### config.mk
export PLATFORM = sky130hd
export DESIGN_NAME = rowscan_seq
export DESIGN_NICKNAME = d
export VERILOG_FILES = /design/src/rtl/rowscan_seq.sv
export SDC_FILE = /design/constraint.sdc
export NUM_CORES = 1
export LEC_CHECK = 0
export BUFFER_PORTS_ARGS = -buffer_cell sky130_fd_sc_hd__buf_2
export CORE_MARGIN = 4
export CORE_UTILIZATION = 59
export CTS_BUF_LIST = sky130_fd_sc_hd__clkbuf_4
export CTS_CLUSTER_SIZE = 30
export DETAILED_ROUTE_END_ITERATION = 10
export PLACE_DENSITY_LB_ADDON = 0.2
export SLEW_MARGIN = 30
export SYNTH_ARGS = -nofsm -noshare
export SYNTH_HDL_FRONTEND = slang
export SYNTH_SLANG_ARGS = --single-unit
### constraint.sdc
create_clock -name clk -period 3 [get_ports clk]
set_clock_uncertainty 0.05 [all_clocks]
set_input_delay 0.6 -clock clk [delete_from_list [all_inputs] [get_ports clk]]
set_output_delay 0.6 -clock clk [all_outputs]
set_load 0.005 [all_outputs]
### src/rtl/rowscan_seq.sv
`timescale 1ns/1ps
module rowscan_seq #(
  parameter int DW         = 10,
  parameter int ACTIVE_PIX = 1280,
  parameter int DUMMY_PIX  = 2
) (
  input  logic          clk,
  input  logic          rst_n,
  input  logic          start,
  input  logic          abort,
  input  logic          eos_in,
  input  logic [DW-1:0] adc_data,
  output logic          row_sync,
  output logic          col_clk_en,
  output logic          adc_clk_en,
  output logic          col_rst,
  output logic          pix_valid,
  output logic [DW-1:0] pix_data,
  output logic          pix_sol,
  output logic          pix_eol,
  output logic [1:0]    pix_tag,
  output logic [DW-1:0] dark_level,
  output logic          line_err
);
  localparam int LEAD_AT   = 2;
  localparam int ACT_FIRST = LEAD_AT + DUMMY_PIX + 1;
  localparam int ACT_LAST  = ACT_FIRST + ACTIVE_PIX - 1;
  localparam int CW        = $clog2(ACT_LAST + 2);

  typedef enum logic [2:0] {IDLE, SYNC, DARK, DUMMY, ACTIVE, TRAIL} st_t;
  st_t st, st_nx;
  logic [CW-1:0] cnt;

  wire run      = st inside {DARK, DUMMY, ACTIVE, TRAIL};
  wire cut      = abort && (st inside {DARK, DUMMY, ACTIVE});
  wire lead_hit = st == DARK && cnt == CW'(LEAD_AT) && !cut;
  wire act      = st == ACTIVE && !abort;
  wire last     = cnt == CW'(ACT_LAST);
  wire end_eos  = act && eos_in;
  wire end_cnt  = act && !eos_in && last;
  wire dark_smp = lead_hit || st == TRAIL;
  wire bad      = ((st inside {DARK, DUMMY}) && eos_in && !abort)
                  || (end_eos && !last) || end_cnt;

  assign row_sync   = st == SYNC;
  assign col_clk_en = run;
  assign adc_clk_en = run;

  always_comb begin
    st_nx = st;
    unique case (st)
      IDLE:   if (start) st_nx = SYNC;
      SYNC:   st_nx = DARK;
      DARK:   if (cut) st_nx = IDLE;
              else if (eos_in) st_nx = TRAIL;
              else if (lead_hit) st_nx = (DUMMY_PIX > 0) ? DUMMY : ACTIVE;
      DUMMY:  if (cut) st_nx = IDLE;
              else if (eos_in) st_nx = TRAIL;
              else if (cnt == CW'(ACT_FIRST - 1)) st_nx = ACTIVE;
      ACTIVE: if (cut) st_nx = IDLE;
              else if (eos_in) st_nx = TRAIL;
              else if (last) st_nx = IDLE;
      TRAIL:  st_nx = IDLE;
      default: st_nx = IDLE;
    endcase
  end

  always_ff @(posedge clk or negedge rst_n) begin
    if (!rst_n) begin
      st         <= IDLE;
      cnt        <= '0;
      col_rst    <= 1'b0;
      pix_valid  <= 1'b0;
      pix_data   <= '0;
      pix_sol    <= 1'b0;
      pix_eol    <= 1'b0;
      pix_tag    <= 2'd0;
      dark_level <= '0;
      line_err   <= 1'b0;
    end else begin
      st        <= st_nx;
      cnt       <= run ? cnt + 1'b1 : '0;
      col_rst   <= cut || end_cnt;
      pix_valid <= act;
      pix_data  <= run ? adc_data : '0;
      pix_sol   <= act && cnt == CW'(ACT_FIRST);
      pix_eol   <= end_eos || end_cnt;
      pix_tag   <= act ? 2'd3 : (st == DUMMY && !cut) ? 2'd2 : dark_smp ? 2'd1 : 2'd0;
      if (dark_smp) dark_level <= adc_data;
      if (bad) line_err <= 1'b1;
    end
  end
endmodule


* Yosys cells after proc, flatten, opt, wreduce, memory -nomap -nowiden
Cells that the tools add are included.
** Storage, ports and cells
- Register bits after elaboration :: 41
- Bits of input ports :: 15
- Output and inout bits :: 30
- Word-level logic and storage cells :: 66
** Cells by class
- $add $sub $neg :: 1
- Equality and inequality tests :: 13
- Muxes and demuxes :: 16
- Reduce and logical (&&, ||, !) cells :: 26
** Operator list (number)
- $mux W3 :: 10
- $eq A11 B3 Y1 const B :: 2
- $pmux W3 S5 :: 1
- $logic_and A1 B1 Y1 :: 12
- $add A11 B1 Y11 const B :: 1
- $eq A11 B11 Y1 const B :: 1
- $eq A11 B2 Y1 const B :: 1
- $mux W11 :: 1
- $mux W10 :: 1
- $ne A4 B4 Y1 const B :: 2
- $eq A3 B2 Y1 const B :: 2
- $eq A3 B3 Y1 const B :: 2
- $logic_or A1 B1 Y1 :: 5
- $logic_not A1 Y1 :: 4
- $mux W2 :: 2
- $ne A4 B3 Y1 const B :: 1
- $reduce_and A4 Y1 :: 1
- $reduce_bool A4 Y1 :: 1
- $eq A3 B1 Y1 const B :: 1
- $logic_not A3 Y1 :: 1
- $reduce_bool A3 Y1 :: 1
- $ne A2 B2 Y1 const B :: 1
- $reduce_bool A2 Y1 :: 1
- $mux W1 :: 1

* Depth between registers and ports, before layout
- Depth in word-level cells :: 9
- Mapped depth :: 7
- Gate-level depth less buffers :: 7

* Worst setup path before layout
OpenSTA, ideal clock, no wires.
- Kind :: reg-to-output
- Start point :: register st[2]
- End point :: output col_clk_en
- Arrival :: 1.353 ns
- Required time :: 2.350 ns
- Slack :: 0.997 ns
- Cell stages (with the launch flop) :: 6
- Path through :: dfrtp_1 -> inv_2 -> ha_1 -> clkbuf_1 -> inv_1 -> buf_4
** On the way
- Word-level cells in the longest chain between the ends :: 2
- Elaborated cells on any way between the ends :: 5
** RTL lines
- start, declared :: line 31 : st_t st, st_nx;
- start signal, assigned :: line 81 : st <= st_nx;
- $eq A3 B2 Y1 / $eq A3 B3 Y1 (equally long branches) :: line 34 : wire run = st inside {DARK, DUMMY, ACTIVE, TRAIL};
- $reduce_bool A4 Y1 (*) :: line 34
- end, declared :: line 14 : output logic col_clk_en,
Every way passes the cells marked *; elsewhere a longest branch is shown, timed or not.

* Final worst setup path
- Start point :: register st[1]
- End point :: register dark_level[1]
** On the way
- Word-level cells in the longest chain between the ends :: 6
- Elaborated cells on any way between the ends :: 10
** RTL lines
- $eq A3 B2 Y1, or another cell as far along :: line 35, 36
- $reduce_bool A3 Y1 :: line 35 : wire cut = abort && (st inside {DARK, DUMMY, ACTIVE});
- $logic_and A1 B1 Y1 :: line 35
- $logic_not A1 Y1 :: line 36 : wire lead_hit = st == DARK && cnt == CW'(LEAD_AT) && !cut;
- $logic_and A1 B1 Y1 :: line 36
- $logic_or A1 B1 Y1 (*) :: line 41 : wire dark_smp = lead_hit || st == TRAIL;
- end signal, assigned :: line 89 : if (dark_smp) dark_level <= adc_data;
- end, declared :: line 22 : output logic [DW-1:0] dark_level,
Marked as above.
A chain may end at the register's enable or synchronous reset.

==> results.sh <==
export IMPL_tritoncts="done"
export IMPL_comb_power_share=0.379
export IMPL_synthXorXnorAreaFrac=0.04072
export IMPL_crit_path_start_kind="register"
export IMPL_worstPathRequired_ns=3.18
export IMPL_critPathCaptureType="register"
export IMPL_drive_gt1_frac=0.3302
export IMPL_mappedNetlistNets=187
export IMPL_final_common_cell="buf_2"
export IMPL_period_share=0.7626
export IMPL_p_sw_frac=0.3396
export IMPL_drv_cap=0
export IMPL_grt_pass1_vias=1490
export IMPL_syn_inst=167
export IMPL_hold_path_class="in -> async"
export IMPL_synth_area_top_cells="dfrtp_1 53%, mux2_4 7.0%, nor2b_1 3.9%, ha_1 3.2%, xor2_1 3.2%"
export IMPL_dp_hpwl_mm=2.943
export IMPL_grt_remaining_overflow=0
export IMPL_yosysTopAreaCellShare=0.5301
export IMPL_drc=0
export IMPL_die_y_um=65.28
export IMPL_routed_via_density=5.602
export IMPL_worstSkewPairLatency_ns=0.35
export IMPL_synthToLayoutAreaGrowth_pct=16.94
export IMPL_slew_headroom=0.4484
export IMPL_internal_power_mw=1.379
export IMPL_post_drt_wl_per_cell_um=15.41
export IMPL_synth_compound_area_frac=0.08080
export IMPL_hold_slack_ns=0.1439
export IMPL_r2r_cells=4
export IMPL_p_sw_uw=709.3
export IMPL_yosysTopAreaCell="dfrtp_1"
export IMPL_tightest_slew_ns=0.8267
export IMPL_finalWirelength_mm=3.944
export IMPL_cts_reportedPaths_clkPinSlew_ns=0.12
export IMPL_track_usage=0.2089
export IMPL_grt_max_degree=42
export IMPL_synth_seq_area_share=0.5301
export IMPL_num_rows=20
export IMPL_status="finished clean"
export IMPL_grt_pass1_wl_mm=6.789
export IMPL_ioPinCount=45
export IMPL_final_core_util=0.7294
export IMPL_clockRootBuffer="clkbuf_4"
export IMPL_post_cts_resized_instances=0
export IMPL_port_buffer_count=44
export IMPL_met3_usage=0.06496
export IMPL_finalSetupViolCount=0
export IMPL_layout_min_cycle_time_ns=2.288
export IMPL_postSynthAreaPerCell_um2=11.59
export IMPL_drt_first_pass_iters=5
export IMPL_core_area_um2=3103
export IMPL_power_mw=2.089
export IMPL_synthesis_area_um2=1936
export IMPL_synthAdderAreaFrac=0.03232
export IMPL_met1_usage=0.2373
export IMPL_drt_initial_drc_count=108
export IMPL_cts_hold_buf=0
export IMPL_synth_top_family_by_area="simple AND/OR/NAND/NOR gates"
export IMPL_cts_buffers=5
export IMPL_final_hold_violation_count=0
export IMPL_diodes=0
export IMPL_synth_area_mux_share=0.07563
export IMPL_synth_seq_cells=41
export IMPL_yosys_warnings=0
export IMPL_dieArea_um2=4261
export IMPL_p_leak_nw=1.182
export IMPL_die_w_um=65.28
export IMPL_synth_distinct_cells=40
export IMPL_clock_sinks=41
export IMPL_yosys_area_share_simple=0.1939
export IMPL_max_clock_path_buffers=2
export IMPL_fin_nets=231
export IMPL_final_cell_mix="43 x buf_2, 41 x dfrtp_1, 13 x nor2_1, 12 x nor2b_1"
export IMPL_htreeDepth=2
export IMPL_start_util=0.6238
export IMPL_rsz0062_at_grt="no"
export IMPL_grtUsageMet2=0.3603
export IMPL_num_vias=1434
export IMPL_clock_fmax_mhz=437.1
export IMPL_cp_arrival_ns=2.47
export IMPL_p_clk_frac=0.208
export IMPL_grt_busiest_layer="met2"
export IMPL_antenna_found_initial=0
export IMPL_seqPwrFrac=0.413
export IMPL_fin_tns_setup_ns=0
export IMPL_crit_fanout=11
export IMPL_maxSlewViolCount=0
export IMPL_gp_congestion=0.7886
export IMPL_critical_path_class="reg -> reg"
export IMPL_max_vdd_ir_drop_v=0.0004243
export IMPL_power_density_nw_per_um2=922.7
export IMPL_post_cts_buffers=0
export IMPL_ant_nets=0
-- metal layers --
metal  routed length [um]  vias up
met1                 1494      670
met3                  324       18
met5                    0        -
met4                   96        0
met2                 2028       86
li1                     -      660
-- synth_stat cells (all sizes together) --
cell	n
inv	8
nand2b	1
nor2	14
a21oi	3
a31oi	4
o311ai	1
o31ai	1
nand2	9
xnor2	2
xor2	7
nand4	1
o21ai	6
buf	5
o21a	2
clkbuf	3
a21boi	1
nor2b	12
a21o	1
a221oi	1
a2bb2oi	1
nand3	8
and4bb	1
nor4	2
nand3b	1
a311oi	1
and3b	2
mux2	10
nor4b	1
and3	6
dfrtp	41
nor3	6
ha	5
-- per-stage QoR --
stage               setup WS, ns  cell area (um^2)  instances
global placement          0.8768              2158        248
floorplan                 0.9969              1936        167
detailed placement        0.7478              2158        248
finish                    0.7123              2263        256
global route              0.5845              2263        256
CTS                       0.7375              2261        256
-- registers in the layout, summed over array words and instances (netlist names) --
name        flops
cnt            11
dark_level     10
pix_data       10
st              3
pix_tag         2
col_rst         1
line_err        1
pix_eol         1
pix_sol         1
pix_valid       1
-- final timing paths --
| path | endpoint | slack (ns) | from |
|---|---|---|---|
| setup / recovery | dark_level[1] | 0.71 | st[1] |
| setup reg to reg | dark_level[1] | 0.71 | st[1] |
| min in group clk | pix_data[5] | 0.42 | adc_data[5] |
| max in group asynchronous | st[1] | 2.41 | rst_n |
| hold / removal | dark_level[2] | 0.14 | rst_n |
| hold reg to reg | line_err | 0.42 | line_err |
-- power groups by stage --
| stage | Combinational (mW) | Sequential (mW) | Clock (mW) |
|---|---|---|---|
| 3_5_place_dp | 0.789 | 0.875 | 0 |
| 6_report | 0.791 | 0.863 | 0.434 |
| 5_1_grt | 0.872 | 0.888 | 0.471 |
| 2_1_floorplan | 0.547 | 0.840 | 0 |
| 3_3_place_gp | 0.757 | 0.856 | 0 |
| 4_1_cts | 0.792 | 0.863 | 0.442 |
-- cells by family after synthesis --
kind of cell               Yosys count
and+or+nand+nor                     64
adders and majority gates            5
muxes                               10
DFF                                 41
AOI/OAI and AO/OA                   22
xor gates and xnor gates             9
buffers and inverters               16
-- critical path, cell delays in order (launching register included) --
cell,delay [ns]
dfrtp_1,0.59
ha_1,0.32
o21a_2,0.18
a2bb2oi_2,0.63
mux2_1,0.40
-- area by class of cell --
cell class | count | area [um^2]
Clock buffer | 5 | 37.54
Clock inverter | 3 | 65.06
Fill cell | 237 | 839.6
Inverter | 8 | 30.03
Multi-Input combinational cell | 110 | 819.5
Sequential cell | 41 | 1026
Tap cell | 44 | 55.05
Timing Repair Buffer | 45 | 230.2
(Power assumes the default switching activity.)
